$ cat src/rtl/rx_scatter_pkg.sv
package rx_scatter_pkg;
  localparam int unsigned MIN_FRAME = 60;
  localparam int unsigned FCS_BYTES = 4;
  localparam int unsigned SZ_W      = 14;
  localparam int unsigned SZ_LAST   = 15;
  localparam int unsigned CNT_FILL  = 14;
  localparam int unsigned CNT_EOF   = 15;
  localparam logic [15:0] STAT_BASE = 16'hA000;

  typedef enum logic [2:0] {
    ST_IDLE, ST_FETCH, ST_FILL, ST_WB, ST_DRAIN, ST_DONE
  } st_e;
endpackage

$ cat src/rtl/rx_stream_sel.sv
module rx_stream_sel
  import rx_scatter_pkg::*;
#(
  parameter int unsigned LEN_W = 14,
  localparam int unsigned POS_W = LEN_W + 1
) (
  input  logic [POS_W-1:0] pos_i,
  input  logic [LEN_W-1:0] len_i,
  input  logic [31:0]      fcs_i,
  input  logic             in_valid_i,
  input  logic [7:0]       in_byte_i,
  output logic             from_in_o,
  output logic             avail_o,
  output logic [7:0]       byte_o
);
  logic [POS_W-1:0] len_ext, data_end, fcs_idx;

  assign len_ext  = POS_W'(len_i);
  assign data_end = (len_ext < POS_W'(MIN_FRAME)) ? POS_W'(MIN_FRAME) : len_ext;
  assign fcs_idx  = pos_i - data_end;
  assign from_in_o = pos_i < len_ext;

  always_comb begin
    if (from_in_o) begin
      avail_o = in_valid_i;
      byte_o  = in_byte_i;
    end else if (pos_i < data_end) begin
      avail_o = 1'b1;
      byte_o  = 8'h00;
    end else begin
      avail_o = 1'b1;
      // check sequence goes out most significant byte first
      unique case (fcs_idx[1:0])
        2'd0:    byte_o = fcs_i[31:24];
        2'd1:    byte_o = fcs_i[23:16];
        2'd2:    byte_o = fcs_i[15:8];
        default: byte_o = fcs_i[7:0];
      endcase
    end
  end
endmodule

$ cat src/rtl/rx_ru_state.sv
module rx_ru_state (
  input  logic clk_i,
  input  logic rst_ni,
  input  logic done_i,
  input  logic susp_i,
  input  logic eol_i,
  input  logic resume_i,
  output logic halt_o
);
  always_ff @(posedge clk_i or negedge rst_ni) begin
    if (!rst_ni)                         halt_o <= 1'b0;
    else if (done_i && (susp_i || eol_i)) halt_o <= 1'b1;
    else if (resume_i)                   halt_o <= 1'b0;
  end

  a_r11_halt_after_done: assert property (@(posedge clk_i) disable iff (!rst_ni)
    $rose(halt_o) |-> $past(done_i));
  a_r10_resume_clears: assert property (@(posedge clk_i) disable iff (!rst_ni)
    (resume_i && !done_i) |=> !halt_o);
endmodule

$ cat src/rtl/rx_scatter.sv
module rx_scatter
  import rx_scatter_pkg::*;
#(
  parameter int unsigned LEN_W = 14,
  parameter int unsigned IDX_W = 8
) (
  input  logic             clk_i,
  input  logic             rst_ni,
  input  logic             start_i,
  input  logic [LEN_W-1:0] frame_len_i,
  input  logic [31:0]      fcs_i,
  input  logic             bcast_i,
  input  logic             fd_susp_i,
  input  logic             fd_eol_i,
  input  logic             resume_i,
  output logic             idle_o,
  input  logic             in_valid_i,
  input  logic [7:0]       in_byte_i,
  output logic             in_ready_o,
  input  logic             buf_valid_i,
  input  logic [15:0]      buf_size_i,
  output logic             buf_ready_o,
  output logic             wr_valid_o,
  output logic [IDX_W-1:0] wr_buf_o,
  output logic [13:0]      wr_off_o,
  output logic [7:0]       wr_byte_o,
  output logic             cnt_valid_o,
  output logic [IDX_W-1:0] cnt_buf_o,
  output logic [15:0]      cnt_word_o,
  output logic             done_o,
  output logic             irq_o,
  output logic [15:0]      stat_o,
  output logic             ovf_o,
  output logic             rnr_o,
  output logic             halt_o
);
  localparam int unsigned POS_W = LEN_W + 1;

  st_e              state_q;
  logic [LEN_W-1:0] len_q;
  logic [31:0]      fcs_q;
  logic             bcast_q, susp_q, eol_q, last_q, ovf_q;
  logic [POS_W-1:0] pos_q, total_q, len_ext, start_end;
  logic [IDX_W-1:0] idx_q;
  logic [SZ_W-1:0]  off_q, cap_q;

  logic from_in, avail;
  logic [7:0] sel_byte;
  logic take, in_fire, stream_end;
  logic unused_sz;

  assign unused_sz = buf_size_i[CNT_FILL];
  assign len_ext   = POS_W'(len_q);
  assign start_end = ((POS_W'(frame_len_i) < POS_W'(MIN_FRAME)) ?
                      POS_W'(MIN_FRAME) : POS_W'(frame_len_i)) + POS_W'(FCS_BYTES);
  assign stream_end = (pos_q == total_q);

  rx_stream_sel #(.LEN_W(LEN_W)) i_sel (
    .pos_i      (pos_q),
    .len_i      (len_q),
    .fcs_i      (fcs_q),
    .in_valid_i (in_valid_i),
    .in_byte_i  (in_byte_i),
    .from_in_o  (from_in),
    .avail_o    (avail),
    .byte_o     (sel_byte)
  );

  rx_ru_state i_ru (
    .clk_i    (clk_i),
    .rst_ni   (rst_ni),
    .done_i   (done_o),
    .susp_i   (susp_q),
    .eol_i    (eol_q),
    .resume_i (resume_i),
    .halt_o   (halt_o)
  );

  assign idle_o      = (state_q == ST_IDLE) && !halt_o;
  assign buf_ready_o = (state_q == ST_FETCH);
  assign in_ready_o  = ((state_q == ST_FILL) && from_in) ||
                       ((state_q == ST_DRAIN) && (pos_q < len_ext));
  assign in_fire     = in_ready_o && in_valid_i;
  assign take        = (state_q == ST_FILL) && avail;

  assign wr_valid_o  = take;
  assign wr_buf_o    = idx_q;
  assign wr_off_o    = off_q;
  assign wr_byte_o   = sel_byte;

  assign cnt_valid_o = (state_q == ST_WB);
  assign cnt_buf_o   = idx_q;
  assign cnt_word_o  = {stream_end, 1'b1, off_q};

  assign done_o = (state_q == ST_DONE);
  assign irq_o  = done_o;
  assign stat_o = STAT_BASE | {15'd0, bcast_q};
  assign ovf_o  = done_o && ovf_q;
  assign rnr_o  = done_o && susp_q;

  always_ff @(posedge clk_i or negedge rst_ni) begin
    if (!rst_ni) begin
      state_q <= ST_IDLE;
      len_q   <= '0;
      fcs_q   <= '0;
      bcast_q <= 1'b0;
      susp_q  <= 1'b0;
      eol_q   <= 1'b0;
      last_q  <= 1'b0;
      ovf_q   <= 1'b0;
      pos_q   <= '0;
      total_q <= '0;
      idx_q   <= '0;
      off_q   <= '0;
      cap_q   <= '0;
    end else begin
      unique case (state_q)
        ST_IDLE: if (start_i && !halt_o) begin
          len_q   <= frame_len_i;
          fcs_q   <= fcs_i;
          bcast_q <= bcast_i;
          susp_q  <= fd_susp_i;
          eol_q   <= fd_eol_i;
          total_q <= start_end;
          pos_q   <= '0;
          idx_q   <= '0;
          ovf_q   <= 1'b0;
          state_q <= ST_FETCH;
        end
        ST_FETCH: if (buf_valid_i) begin
          cap_q   <= buf_size_i[SZ_W-1:0];
          last_q  <= buf_size_i[SZ_LAST];
          off_q   <= '0;
          state_q <= (buf_size_i[SZ_W-1:0] == '0) ? ST_WB : ST_FILL;
        end
        ST_FILL: if (take) begin
          pos_q <= pos_q + 1'b1;
          off_q <= off_q + 1'b1;
          if ((off_q + 1'b1 == cap_q) || (pos_q + 1'b1 == total_q)) state_q <= ST_WB;
        end
        ST_WB: begin
          if (stream_end) state_q <= ST_DONE;
          else if (last_q) begin
            ovf_q   <= 1'b1;
            state_q <= (pos_q < len_ext) ? ST_DRAIN : ST_DONE;
          end else begin
            idx_q   <= idx_q + 1'b1;
            state_q <= ST_FETCH;
          end
        end
        ST_DRAIN: if (in_fire) begin
          pos_q <= pos_q + 1'b1;
          if (pos_q + 1'b1 == len_ext) state_q <= ST_DONE;
        end
        default: state_q <= ST_IDLE;
      endcase
    end
  end

  a_r3_wr_within_cap: assert property (@(posedge clk_i) disable iff (!rst_ni)
    wr_valid_o |-> (wr_off_o < cap_q));
  a_r6_cnt_filled: assert property (@(posedge clk_i) disable iff (!rst_ni)
    cnt_valid_o |-> (cnt_word_o[CNT_FILL] && (cnt_word_o[SZ_W-1:0] <= cap_q)));
  a_r6_eof_completes: assert property (@(posedge clk_i) disable iff (!rst_ni)
    (cnt_valid_o && cnt_word_o[CNT_EOF]) |=> done_o);
  a_r9_done_status: assert property (@(posedge clk_i) disable iff (!rst_ni)
    done_o |-> (stat_o[15] && stat_o[13] && !wr_valid_o));
  a_r12_one_action: assert property (@(posedge clk_i) disable iff (!rst_ni)
    $onehot0({wr_valid_o, cnt_valid_o, buf_ready_o, done_o}));
  a_r10_halt_quiet: assert property (@(posedge clk_i) disable iff (!rst_ni)
    halt_o |-> (!buf_ready_o && !in_ready_o && !wr_valid_o));
endmodule

$ cat config.mk
export PLATFORM = sky130hd
export DESIGN_NAME = rx_scatter
export DESIGN_NICKNAME = d
export VERILOG_FILES = /design/src/rtl/rx_scatter_pkg.sv /design/src/rtl/rx_stream_sel.sv /design/src/rtl/rx_ru_state.sv /design/src/rtl/rx_scatter.sv
export SDC_FILE = /design/constraint.sdc
export NUM_CORES = 1
export LEC_CHECK = 0
export BUFFER_PORTS_ARGS = -buffer_cell sky130_fd_sc_hd__buf_4
export CORE_ASPECT_RATIO = 1.25
export CORE_MARGIN = 2
export CORE_UTILIZATION = 49
export DETAILED_ROUTE_END_ITERATION = 6
export PLACE_DENSITY = 0.81
export SLEW_MARGIN = 0
export SYNTH_ARGS = -nofsm -noshare
export SYNTH_HDL_FRONTEND = slang
export SYNTH_SLANG_ARGS = --single-unit
$ cat constraint.sdc
create_clock -name clk_i -period 3.25 [get_ports clk_i]
set_input_delay 0.1625 -clock clk_i [delete_from_list [all_inputs] [get_ports clk_i]]
set_output_delay 0.1625 -clock clk_i [all_outputs]
set_load 0.05 [all_outputs]
Word level (Yosys, flattened, before mapping)
Cells that the tools add are included.
{"block": "totals", "regBits": 121, "out_inout_bits": 80, "inputBits": 79, "word_cells": 104}
{"block": "op_classes", "order_cmp": 4, "muxes": 34, "eq_ne": 20, "n_reduce_logical": 27, "add_sub_neg": 5}
{"cell": "$mux W14", "n": 4}
{"cell": "$mux W15", "n": 3}
{"cell": "$pmux W15 S3", "n": 1}
{"cell": "$mux W8", "n": 5}
{"cell": "$eq A15 B15 Y1", "n": 2}
{"cell": "$lt A15 B14 Y1", "n": 2}
{"cell": "$lt A14 B6 Y1 const B", "n": 2}
{"cell": "$pmux W14 S2", "n": 1}
{"cell": "$mux W3", "n": 8}
{"cell": "$pmux W8 S3", "n": 1}
{"cell": "$pmux W8 S2", "n": 1}
{"cell": "$add A14 B3 Y15 const B", "n": 1}
{"cell": "$add A15 B1 Y15 const B", "n": 1}
{"cell": "$eq A15 B14 Y1", "n": 1}
{"cell": "$pmux W3 S5", "n": 1}
{"cell": "$add A14 B1 Y14 const B", "n": 1}
{"cell": "$eq A14 B14 Y1", "n": 1}
{"cell": "$logic_not A14 Y1", "n": 1}
{"cell": "$reduce_and A4 Y1", "n": 3}
{"cell": "$ne A2 B2 Y1 const B", "n": 5}
{"cell": "$logic_and A1 B1 Y1", "n": 9}
{"cell": "$add A8 B1 Y8 const B", "n": 1}
{"cell": "$mux W1", "n": 8}
{"cell": "$ne A2 B1 Y1 const B", "n": 4}
{"cell": "other kinds (16)", "n": 23}

Depth between registers and ports, before layout
Gate-level depths: netlist of run 1.
{"block": "logic_depth", "word_depth": 7, "mapped_depth": 13, "depth_no_buf": 13}

Modules after synthesis
Synthesis of run 1 repeated with hierarchy kept, for this count alone.
{"block": "unflattened", "hier_cells": 970, "area_unflattened_um2": 8488.1}
{"mod": "rx_scatter", "area_each_um2": 7339.5, "n_inst": 1, "cells_per_inst": 829}
{"mod": "rx_stream_sel", "area_each_um2": 1109.8, "n_inst": 1, "cells_per_inst": 137}
{"mod": "rx_ru_state", "area_each_um2": 38.8, "n_inst": 1, "cells_per_inst": 4}

Least setup slack after synthesis of run 1
Ideal clock, no wire load.
{"block": "synth_timing", "path_kind": "reg2reg", "startpoint": "reg i_ru.halt_o", "endpoint": "reg pos_q[12]", "synth_period_minus_slack_ns": 3.454, "arrival_time_ns": 3.357, "setup_time_ns": 0.096, "path_slack_ns": -0.204, "stages_incl_launch_ff": 8, "cell_sequence": "dfrtp_1 > nor4_1 > nand2_1 > o311a_4 > or2_1 > buf_2 > buf_6 > o31ai_1"}
{"block": "synth_via", "elab_chain_cells": 4}
{"item": "start, declared", "line": "rx_ru_state.sv:8", "rtl": "output logic halt_o"}
{"item": "start signal, assigned", "line": "rx_ru_state.sv:11", "rtl": "if (!rst_ni) halt_o <= 1'b0;"}
{"item": "start signal, assigned", "line": "rx_ru_state.sv:12", "rtl": "else if (done_i && (susp_i || eol_i)) halt_o <= 1'b1;"}
{"item": "start signal, assigned", "line": "rx_ru_state.sv:13", "rtl": "else if (resume_i) halt_o <= 1'b0;"}
{"item": "$logic_not A1 Y1", "line": "rx_scatter.sv:118", "rtl": "ST_IDLE: if (start_i && !halt_o) begin"}
{"item": "$logic_and A1 B1 Y1", "line": "rx_scatter.sv:118"}
{"item": "$ne A2 B1 Y1 (no source line)"}
{"item": "$reduce_and A4 Y1 (no source line)"}
{"item": "end signal, assigned", "line": "rx_scatter.sv:137", "rtl": "pos_q <= pos_q + 1'b1;"}
{"item": "end signal, assigned", "line": "rx_scatter.sv:152", "rtl": "pos_q <= pos_q + 1'b1;"}
{"item": "end, declared", "line": "rx_scatter.sv:43", "rtl": "logic [POS_W-1:0] pos_q, total_q, len_ext, start_end;"}
Every way passes these cells.
A chain may end at the register's enable or synchronous reset.

Final worst setup path of run 1
{"block": "layout_timing", "startpoint": "reg len_q[10]", "endpoint": "out wr_byte_o[6]"}
{"block": "layout_via", "elab_chain_cells": 7, "elab_cells_between_ends": 11, "classes_between": "add/sub: 1; order compare: 3; eq/ne: 2; mux: 4; reduce/logical: 1"}
{"item": "start, declared", "line": "rx_scatter.sv:40", "rtl": "logic [LEN_W-1:0] len_q;"}
{"item": "start signal, assigned", "line": "rx_scatter.sv:119", "rtl": "len_q <= frame_len_i;"}
{"item": "$lt A14 B6 Y1", "line": "rx_stream_sel.sv:19", "rtl": "assign data_end = (len_ext < POS_W'(MIN_FRAME)) ? POS_W'(MIN_FRAME) : len_ext;"}
{"item": "$mux W14", "line": "rx_stream_sel.sv:19"}
{"item": "$sub A2 B2 Y2", "line": "rx_stream_sel.sv:20", "rtl": "assign fcs_idx = pos_i - data_end;"}
{"item": "$eq A2 B2 Y1, or another cell as far along", "line": "rx_stream_sel.sv:33", "rtl": "unique case (fcs_idx[1:0])"}
{"item": "$pmux W8 S3", "line": "rx_stream_sel.sv:33"}
{"item": "$mux W8", "line": "rx_stream_sel.sv:27", "rtl": "end else if (pos_i < data_end) begin"}
{"item": "$mux W8 *", "line": "rx_stream_sel.sv:24", "rtl": "if (from_in_o) begin"}
{"item": "end, declared", "line": "rx_scatter.sv:26", "rtl": "output logic [7:0] wr_byte_o,"}
Mark *: on every way between the ends. The rest lies on a longest branch, timed or not.

==> metrics.md, run 1 <==
| Metric | Value |
|---|---|
| Fin crit period | 3.22 ns |
| Post-synthesis adder-cell area fraction | 5.03% |
| Overall Global Routing Usage | 28.1% |
| IO Count | 159 |
| Leak Pwr | 0.00492 µW |
| Clock root buffer | clkbuf_16 |
| Most Crowded Layer GR | met2 |
| Warnings from Yosys | 0 |
| Critical Path Fanout Max | 8 |
| Hold Fails Final Rpt | 0 |
| Clock Path Buffers | 2 |
| Die Wd | 118 µm |
| # DRC | 0 |
| Post-synthesis simple-gate area fraction | 22.1% |
| Syn Inst Count | 916 |
| Reg2Reg Launch Point | len_q[2]$_DFFE_PN0P_ |
| Hold Path Origin | frame_len_i[10] |
| Fill count | 1184 |
| Sequential cell area | 0.00303 mm² |
| Worst EP arrival | 3.06 ns |
| Compound-cell area share of the yosys netlist | 13.0% |
| TritonCTS Buffers | 17 |
| Synth top area cells | dfrtp_1 (38%), nand2_1 (8.7%), ha_1 (5.0%) |
| Row Count | 52 |
| Setup_tns | 0 ns |
| Final GP Congestion | 0.949 |
| Post-detail-place hpwl | 15500 µm |
| Seq/Total Area, Yosys | 38.0% |
| First-iteration detailed-routing DRC count | 689 |
| Post-synth EDFFs | 0 |
| Area leader, netlist | dfrtp_1 |
| Pwr per Cell Area | 815 mW/mm² |
| Worst Max-Slew Pin Slew | 0.826 ns |
| Max Cap Violations | 0 |
| Clk_skew | 0.0105 ns |
| Total wire length | 24000 µm |
| Hold Path Class | input port to register |
| Met2 Track Usage GR | 48.8% |
| CTS tree | built |
| Vias in the first global route | 7643 |
| Seq cells post-synth | 121 |
| GRT met3 Usage | 5.70% |
| Largest family of logic cells by synthesized area | simple AND/OR/NAND/NOR gates |
| Net count, final | 1208 |
| Vias per cell | 5.73 |
| Cells on Worst Hold Path | 3 |
| Avg Inst Size Synth | 8.69 µm² |
| Met1 usage | 31.9% |
| Antenna violations before repair | 1 |
| Critical Path Start | len_q[10]$_DFFE_PN0P_ |
| Routed wire per std cell | 18.1 µm |
| First-pass GRT wire length | 38500 µm |
| Worst slew margin | 44.9% |
| CP Launch Type | register |
| Mapped cell area | 0.00796 mm² |
| Post-synth top area share | 38.0% |
| Core area | 0.0161 mm² |
| Count of cell types in the netlist | 69 |
| Setup violators final | 0 |
| Worst-Skew Late Latency | 0.43 ns |
| RSZ-0062 raised after global routing | true |
| Crit path required time | 3.09 ns |
| Fin crit share | 99.1% |
| Count leader, synth | nand2_1 |
| PortBufs | 141 |
| Commonest cells post-synth | nand2_1 (184), dfrtp_1 (121), o21ai_0 (67) |
| Total congestion overflow | 0 |
| XOR/XNOR share of the synthesized area | 8.03% |
| Via count | 7609 |
| Clk slew on worst S/H paths | 0.05 ns |
| Largest net degree at the start of global routing | 66 |
| Outcome | finished clean |
| Max Slew Vio Count | 0 |
| Critical path class | register to primary output |
| Fraction of registers with async set/reset | 100% |
| Share of cells above drive strength 1 | 23.2% |
| Crit end category | primary output |
| CTS H-tree depth | 4 |
| Post-route ant nets | 0 |
| Area of the multi-input gates | 0.00444 mm² |
| DIE HEIGHT | 147 µm |
| Total chip power | 8530 µW |
| Drt pass-1 iters | 6 |
| Reg2reg path depth | 10 |
| Synth-to-layout area growth | 31.5% |
| VDD IR max | 0.000649 V |
| Starting Density | 49.5% |
| Area of the die | 0.0173 mm² |
| Main flop type after synthesis | dfrtp_1 |
| Clock Sinks | 121 |
| Post-synthesis mux area share | 5.52% |
| Achievable Freq | 311 MHz |
-- flip-flops by register name, summed over array words and instances (netlist names) --
name and count:
state_q 3, i_ru.halt_o 1, ovf_q 1, total_q 15, cnt_buf_o 8, fcs_q 32, wr_off_o 14, eol_q 1
cap_q 14, susp_q 1, last_q 1, len_q 14, bcast_q 1, pos_q 15
-- kinds of logic after synthesis --
logic type / after synthesis
and+or+nand+nor: 374
other: 2
muxes: 32
xor gates and xnor gates: 73
AOI/OAI and AO/OA: 159
DFF: 121
buffers and inverters: 123
adders and majority gates: 32
-- final timing paths --
check | slack, ns | end
min reg2reg | 0.47 | fcs_q[10]$_DFFE_PN0P_
min | 0.005 | len_q[10]$_DFFE_PN0P_
max in group asynchronous | 2.06 | pos_q[4]$_DFFE_PN0P_
max reg2reg | 0.35 | pos_q[14]$_DFFE_PN0P_
min in group asynchronous | 0.37 | total_q[7]$_DFFE_PN0P_
max | 0.03 | wr_byte_o[6]
-- final cells by class --
type                       instances  share of cell area [%]
clock buffer                      19                    4.13
multi-input combinational        686                    42.4
antenna                            1                  0.0239
inverter                          35                    1.29
clock inverter                    13                    1.63
timing repair buffer             236                    19.0
tap                              216                    2.58
sequential                       121                    28.9
-- layout by cell type (no fill, tap or decap), types with 5 or more instances in the layout --
master         Yosys  final
and2_1             9      8
conb_1             2     16
o21a_1             6      6
dfrtp_1          121    120
and4_1             6      6
nor2b_1            9      8
buf_6              2      9
buf_4             42    164
a31oi_1            8      8
nor3_1             8      8
mux4_2             8      8
nand2_1          184    182
xnor2_1           40     40
and3_1            14     14
xor2_1            33     33
a21oi_1           18     18
o21ai_0           67     66
a21o_1             5      5
dlygate4sd3_1      0     60
nand4_1           22     22
o31ai_1           15     15
nor4_1            11     10
ha_1              32     31
nand2b_1          10     10
inv_1             35     30
nor2_1            58     55
mux2i_1            9      7
mux2_2            15     15
clkbuf_16          0     17
nand3_1           17     17
-- power by group --
part,switching (µW),internal [µW]
clock,747,1210
sequential,533,2050
combinational,2320,1670
total,3600,4930
-- metal layers --
layer,up-vias,share of wire (%)
li1,3495,-
met1,3630,37
met2,371,51
met3,113,5.9
met4,0,5.9
met5,-,0
-- metrics by stage --
stage | hold slack, ns | instance area, µm² | setup WS, ns | utilization [%] | cells
after floorplan | -0.133 | 8020 | 0.273 | - | 930
after global placement | 0.294 | 9070 | 0.372 | 56.4 | 1225
after detailed placement | 0.303 | 9070 | 0.283 | 56.4 | 1225
after CTS | 0.000937 | 10300 | 0.0214 | 64.1 | 1319
after global routing | 0.000853 | 10500 | -0.0954 | 65.2 | 1327
final | 0.00531 | 10500 | 0.0296 | 65.2 | 1327
-- critical path: stages (launching register included) --
cell     delay (ns)
dfrtp_1        0.41
inv_2          0.09
nand4_1        0.17
nor2_4         0.20
o41ai_4        0.10
and2_1         0.17
ha_1           0.23
nor2b_4        0.11
o21a_1         0.12
o21a_1         0.10
o21ai_1        0.08
a21oi_1        0.16
a31oi_1        0.09
buf_4          0.20
nor2_1         0.20
buf_6          0.20
-- repair_timing --
| item | 4_1_cts | 5_1_grt |
|---|---|---|
| hold buffers | 59 | 1 |
| setup buffers | 3 | 6 |
| setup endpoints to repair | 8 | 9 |
| resized for setup | 7 | 26 |
| endpoints found under the hold margin | 117 | 1 |
| pin swaps | 1 | 9 |
No activity file was read; power rests on OpenSTA's default activity.
==> run 2: changes to the inputs <==
--- a/config.mk
+++ b/config.mk
@@ -6,7 +6,7 @@
 export NUM_CORES = 1
 export LEC_CHECK = 0
 export BUFFER_PORTS_ARGS = -buffer_cell sky130_fd_sc_hd__buf_4
-export CORE_ASPECT_RATIO = 1.25
+export CORE_ASPECT_RATIO = 2
 export CORE_MARGIN = 2
 export CORE_UTILIZATION = 49
 export DETAILED_ROUTE_END_ITERATION = 6
==> run 2 against run 1 <==
Sequential power about the same. Combinational power down 4%. Via count down 0.78%. Power down 3.9%. Sequential share of layout area up 0.47 points. Clock power down 9%. Maximum frequency up 0.15%. Worst hold slack better by 0.0032 ns. First-iteration DRC count down 3.5%. Sequential cell count unchanged. Critical path type unchanged. Largest power group unchanged.
==> metrics.md, run 2 (synthesized netlist as in run 1, its figures left out) <==
| Metric | Value |
|---|---|
| Routed wire per std cell | 18.3 µm (+0.97%) |
| Post-route ant nets | 0 (unchanged) |
| IO Count | 159 (unchanged) |
| Area of the die | 0.0173 mm² (+0.32%) |
| Worst slew margin | 54.5% (+9.6 points) |
| Clk_skew | 0.00982 ns (-0.000673 ns) |
| PortBufs | 141 (unchanged) |
| Hold Path Origin | frame_len_i[7] |
| Reg2Reg Launch Point | wr_off_o[0]$_DFFE_PN0P_ |
| Worst R2R Setup Slack | 0.27 ns (-0.08 ns) |
| End-of-flow core utilization | 64.0% (-1.1 points) |
| Net Sw Frac | 42.6% (+0.39 points) |
| Final GP Congestion | 1.02 (+7.5%) |
| Hold Path Sink | len_q[7]$_DFFE_PN0P_ |
| Setup violators final | 0 (unchanged) |
| Psw | 3500 µW (-3.0%) |
| Commonest non-fill, non-tap cell in the layout | nand2_1 |
| Biggest register | fcs_q |
| Area of the multi-input gates | 0.00439 mm² (-1.2%) |
| Outcome | finished clean |
| Hold Path Class | input port to register |
| Total congestion overflow | 0 (unchanged) |
| Die Wd | 94.1 µm (-20%) |
| Worst-Skew Late Latency | 0.42 ns (about the same) |
| Share of cells above drive strength 1 | 22.7% (-0.41 points) |
| CTS tree | built |
| Reg2reg path depth | 8 (-2) |
| RSZ-0062 raised after global routing | true |
| Logic gate share of total power | 46.9% (about the same) |
| Synth-to-layout area growth | 29.5% |
| Hold WS | 0.00849 ns (+0.00319 ns) |
| Clock Path Buffers | 2 (unchanged) |
| Crit path required time | 3.09 ns (about the same) |
| Clk slew on worst S/H paths | 0.06 ns (about the same) |
| CTS H-tree depth | 4 (unchanged) |
| Vias per cell | 5.75 (+0.36%) |
| Via count | 7550 (-0.78%) |
| Critical path class | register to primary output |
| First-iteration detailed-routing DRC count | 665 (-3.5%) |
| VDD IR max | 0.000485 V (-25%) |
| # diodes | 0 (-1) |
| Fin crit share | 98.9% (-0.15 points) |
| Crit Reg-Reg Endpoint | state_q[0]$_DFFE_PN0P_ |
| Starting Density | 49.4% (-0.10 points) |
| Fill count | 1255 (+6.0%) |
| Total wire length | 23900 µm (-0.18%) |
| Pwr per Cell Area | 796 mW/mm² (-2.4%) |
| Post-detail-place hpwl | 16500 µm (+6.7%) |
| Most frequent cells in the layout | nand2_1 (183), buf_4 (164), dfrtp_1 (119) |
| Cells on Worst Hold Path | 3 (unchanged) |
| Hold Fails Final Rpt | 0 (unchanged) |
| Largest net degree at the start of global routing | 73 (+11%) |
| Core area | 0.0161 mm² (+0.20%) |
| First-pass GRT wire length | 37900 µm (-1.7%) |
| # DRC | 0 (unchanged) |
| Seq pwr share | 31.4% (+1.2 points) |
| Clock root buffer | clkbuf_16 |
| Clock Sinks | 121 (unchanged) |
| Drt pass-1 iters | 7 (+1) |
| Regs by FF count | fcs_q (32), pos_q (15), total_q (15) |
| Max Slew Vio Count | 0 (unchanged) |
| DIE HEIGHT | 184 µm (+26%) |
| Number of flip-flops in the largest register | 32 (unchanged) |
| Fin crit period | 3.22 ns (-0.00490 ns) |
| Overall Global Routing Usage | 27.8% (-0.27 points) |
| Int Power | 4710 µW (-4.5%) |
| Crit end category | primary output |
| Worst EP arrival | 3.05 ns (about the same) |
| Net count, final | 1206 (-0.17%) |
| Row Count | 66 (+27%) |
| Max Cap Violations | 0 (unchanged) |
| TritonCTS Buffers | 17 (unchanged) |
| Setup_tns | 0 ns (unchanged) |
| Critical Path Fanout Max | 8 (unchanged) |
| Leak Pwr | 0.00487 µW (-1.0%) |
| Clock network fraction of design power | 21.7% (-1.3 points) |
| Achievable Freq | 311 MHz (+0.15%) |
| Worst Max-Slew Pin Slew | 0.682 ns (-0.144 ns) |
| CP Launch Type | register |
| Antenna violations before repair | 0 (-1) |
| Vias in the first global route | 7497 (-1.9%) |
| Sequential cell area | 0.00303 mm² (about the same) |
[run 2: timing repair]
item	4_1_cts	5_1_grt
hold buffers	60	0
pin swaps	1	6
setup endpoints to repair	8	9
gates resized for setup	4	19
hold endpoints to repair	108	0
setup buffers	0	4
[run 2: how the worst max path moves through the flow]
stage / startpoint / endpoint / cells after the start
after floorplan: len_q[12]$_DFFE_PN0P_ / wr_byte_o[0] / 10
final: len_q[13]$_DFFE_PN0P_ / wr_byte_o[5] / 11
after global placement: len_q[12]$_DFFE_PN0P_ / pos_q[14]$_DFFE_PN0P_ / 10
after detailed placement: len_q[12]$_DFFE_PN0P_ / pos_q[14]$_DFFE_PN0P_ / 10
after global routing: len_q[12]$_DFFE_PN0P_ / wr_byte_o[6] / 15
after CTS: len_q[7]$_DFFE_PN0P_ / wr_byte_o[2] / 15
[run 2: final cells by class]
cell class / count / area share (%)
Multi-Input combinational cell: 686 / 42.5
Clock inverter: 13 / 1.01
Inverter: 35 / 1.34
Timing Repair Buffer: 234 / 18.9
Sequential cell: 121 / 29.4
Tap cell: 204 / 2.48
Clock buffer: 19 / 4.30
[run 2: power by group through the flow]
stage	Combinational, µW	Clock [µW]	Sequential (µW)
2_1_floorplan	2670	0	2500
3_3_place_gp	3500	0	2540
3_5_place_dp	3590	0	2580
4_1_cts	3690	1790	2560
5_1_grt	4220	1860	2640
6_report	3850	1780	2580
[run 2: worst max-delay path, stage by stage (launching register included)]
cell     delay [ns]
dfrtp_1        0.42
inv_1          0.11
nand4_1        0.13
nor2_2         0.23
o41ai_4        0.12
and2_1         0.17
ha_1           0.28
buf_6          0.17
mux4_2         0.56
mux2i_1        0.21
nor2_1         0.08
buf_6          0.15
[run 2: per-layer routing]
metal / vias to the layer above / share of wire, % / track usage (%)
met4: 0 / 4.4 / 14.1
li1: 3488 / - / -
met3: 82 / 7.1 / 5.48
met1: 3601 / 37 / 32.9
met5: - / 0 / 0
met2: 379 / 52 / 47.2
[run 2: per-stage QoR]
step | total power (µW) | worst slack [ns] | cell area, µm² | cells
2_1_floorplan | 5170 | 0.273 | 8020 | 930
3_3_place_gp | 6040 | 0.423 | 9050 | 1216
6_report | 8200 | 0.0345 | 10300 | 1312
5_1_grt | 8720 | -0.0783 | 10300 | 1312
4_1_cts | 8040 | 0.00926 | 10200 | 1308
3_5_place_dp | 6180 | 0.325 | 9050 | 1216
==> run 3: changes to the inputs <==
--- a/config.mk
+++ b/config.mk
@@ -11,6 +11,7 @@
 export CORE_UTILIZATION = 49
 export DETAILED_ROUTE_END_ITERATION = 6
 export PLACE_DENSITY = 0.81
+export SETUP_SLACK_MARGIN = 0.2
 export SLEW_MARGIN = 0
 export SYNTH_ARGS = -nofsm -noshare
 export SYNTH_HDL_FRONTEND = slang
==> run 3 against run 2 <==
The flow now finishes with violations (DRC, setup timing). Setup slack lost 0.037 ns. Register-to-register slack gained 0.05 ns. Utilization grew 0.89 points. Critical path depth grew 4. Clock power is essentially flat. Sequential power shrank 2%. Maximum frequency shrank 1.1%. Sequential share of layout area shrank 0.39 points. Power grew 1.8%.
==> metrics.md, run 3 (synthesized netlist as in run 1, its figures left out) <==
| Metric | Value |
|---|---|
| Outcome | finished with violations |
| Overall Global Routing Usage | 28.2% (+0.42 points) |
| Max Slew Vio Count | 0 (unchanged) |
| Layout Cells excl Fill | 1325 (+0.99%) |
| Reg2reg path depth | 11 (+3) |
| Core area | 0.0161 mm² (unchanged) |
| Row Count | 66 (unchanged) |
| Clock Sinks | 121 (unchanged) |
| Largest net degree at the start of global routing | 73 (unchanged) |
| Max Cap Violations | 0 (unchanged) |
| End-of-flow core utilization | 64.9% (+0.89 points) |
| Die Wd | 94.1 µm (unchanged) |
| Setup violators final | 1 (+1) |
| Worst R2R Setup Slack | 0.32 ns (+0.05 ns) |
| Starting Density | 49.4% (unchanged) |
| First-iteration detailed-routing DRC count | 535 (-20%) |
| Crit path capture | wr_byte_o[1] |
| Most frequent cells in the layout | nand2_1 (183), buf_4 (176), dfrtp_1 (118) |
| Worst slew margin | 54.8% (+0.33 points) |
| Pwr per Cell Area | 799 mW/mm² (+0.38%) |
| Total congestion overflow | 0 (unchanged) |
| Regs by FF count | fcs_q (32), pos_q (15), total_q (15) |
| Clock Path Buffers | 2 (unchanged) |
| Critical Path Start | len_q[12]$_DFFE_PN0P_ |
| PortBufs | 141 (unchanged) |
| Routed wire per std cell | 18.1 µm (-0.67%) |
| CP Launch Type | register |
| # DRC | 3 (+3) |
| # diodes | 0 (unchanged) |
| RSZ-0062 raised after global routing | true |
| Antenna violations before repair | 0 (unchanged) |
| Hold Fails Final Rpt | 0 (unchanged) |
| Vias in the first global route | 7662 (+2.2%) |
| Leak Pwr | 0.00495 µW (+1.7%) |
| Final worst slack | -0.00212 ns (-0.0367 ns) |
| Worst Max-Slew Pin Slew | 0.677 ns (-0.00488 ns) |
| Share of cells above drive strength 1 | 24.8% (+2.1 points) |
| Post-route ant nets | 0 (unchanged) |
| IO Count | 159 (unchanged) |
| Vias per cell | 5.72 (-0.67%) |
| Clock root buffer | clkbuf_16 |
| DP Worst Slack | 0.325 ns (unchanged) |
| Critical Path Fanout Max | 8 (unchanged) |
| Crit path required time | 3.09 ns (about the same) |
| Drt pass-1 iters | 7 (unchanged) |
| Crit Reg-Reg Endpoint | pos_q[14]$_DFFE_PN0P_ |
| Clk slew on worst S/H paths | 0.06 ns (about the same) |
| Fin crit period | 3.25 ns (+0.0367 ns) |
| Hold Path Class | input port to register |
| Area of the die | 0.0173 mm² (unchanged) |
| Biggest register | fcs_q |
| TritonCTS Buffers | 17 (unchanged) |
| Critical path class | register to primary output |
| Worst-Skew Late Latency | 0.42 ns (about the same) |
| First-pass GRT wire length | 38400 µm (+1.5%) |
| Failing checks | DRC, setup timing |
| VDD IR max | 0.000441 V (-9.1%) |
| Commonest non-fill, non-tap cell in the layout | nand2_1 |
| Reg2Reg Launch Point | len_q[12]$_DFFE_PN0P_ |
| Fin crit share | 100% (+1.1 points) |
| Final GP Congestion | 1.02 (unchanged) |
| CTS tree | built |
| DIE HEIGHT | 184 µm (unchanged) |
| Via count | 7574 (+0.32%) |
| Worst EP arrival | 3.09 ns (+0.04 ns) |
| Number of flip-flops in the largest register | 32 (unchanged) |
| Synth-to-layout area growth | 31.3% |
| CTS H-tree depth | 4 (unchanged) |
| Net count, final | 1219 (+1.1%) |
| Total wire length | 24000 µm (+0.32%) |
| Clk_skew | 0.0107 ns (+0.000900 ns) |
| Achievable Freq | 307 MHz (-1.1%) |
| Crit end category | primary output |
| Post-detail-place hpwl | 16500 µm (unchanged) |
| Placed cell count | 1216 (unchanged) |
[run 3: cell types whose count changed in the layout (fill, tap and decap cells not counted), moves of 2 or more]
cell,change
a2111oi_0,-2
a2111oi_1,+2
buf_4,+12
inv_1,-5
inv_2,+6
o31ai_1,-4
o31ai_2,+4
o41ai_1,-2
o41ai_2,+2
[run 3: metal layers]
metal	GRT usage, %	wire length [µm]
met1	33.2	9080
met2	49.0	12400
met3	4.74	1420
met4	13.7	1080
met5	0	0
[run 3: how the worst min path moves through the flow]
stage	end	slack (ns)	cells after the start	start
global route	cap_q[11]$_DFFE_PN0P_	0.01	2	buf_size_i[11]
CTS	len_q[7]$_DFFE_PN0P_	0.003	3	frame_len_i[7]
global placement	total_q[9]$_DFFE_PN0P_	0.23	1	rst_ni
detailed placement	total_q[9]$_DFFE_PN0P_	0.23	1	rst_ni
finish	len_q[7]$_DFFE_PN0P_	0.007	3	frame_len_i[7]
floorplan	bcast_q$_DFFE_PN0P_	-0.13	0	rst_ni
[run 3: cell type report]
class,instances,area [µm²]
inverter,35,135
fill,1240,5650
sequential,121,3030
tap,204,255
multi-input combinational,686,4430
clock buffer,19,443
timing repair buffer,247,2050
clock inverter,13,104
[run 3: through the flow]
| stage | total power, µW | setup TNS (ns) | cell area (µm²) | hold slack (ns) |
|---|---|---|---|---|
| after floorplan | 5170 | 0 | 8020 | -0.133 |
| after global placement | 6040 | 0 | 9050 | 0.229 |
| after detailed placement | 6180 | 0 | 9050 | 0.233 |
| after CTS | 8160 | 0 | 10300 | 0.00288 |
| after global routing | 8860 | -0.623 | 10500 | 0.0102 |
| final | 8350 | -0.00212 | 10500 | 0.00715 |
[run 3: repair_timing]
item	in CTS	in global routing
pin swaps	4	1
endpoints found under the hold margin	108	0
setup buffers	10	7
setup endpoints to repair	9	10
gates resized for setup	21	17
hold buffers	60	0
[run 3: critical path, stage by stage (launching register included)]
cell and delay [ns]:
dfrtp_1 0.40, inv_2 0.10, nand4_1 0.13, nor2_2 0.21, o41ai_4 0.12, nand2_1 0.13, ha_4 0.21, nor2b_1 0.12
o21a_1 0.16, o21a_1 0.17, o21ai_1 0.19, a21oi_1 0.10, a31oi_1 0.18, buf_4 0.21, nor2_1 0.08, buf_6 0.15
[run 3: power breakdown]
| group | internal [µW] | total [µW] | switching, µW |
|---|---|---|---|
| combinational | 1690 | 4030 | 2340 |
| sequential | 2050 | 2540 | 493 |
| clock | 1060 | 1780 | 717 |
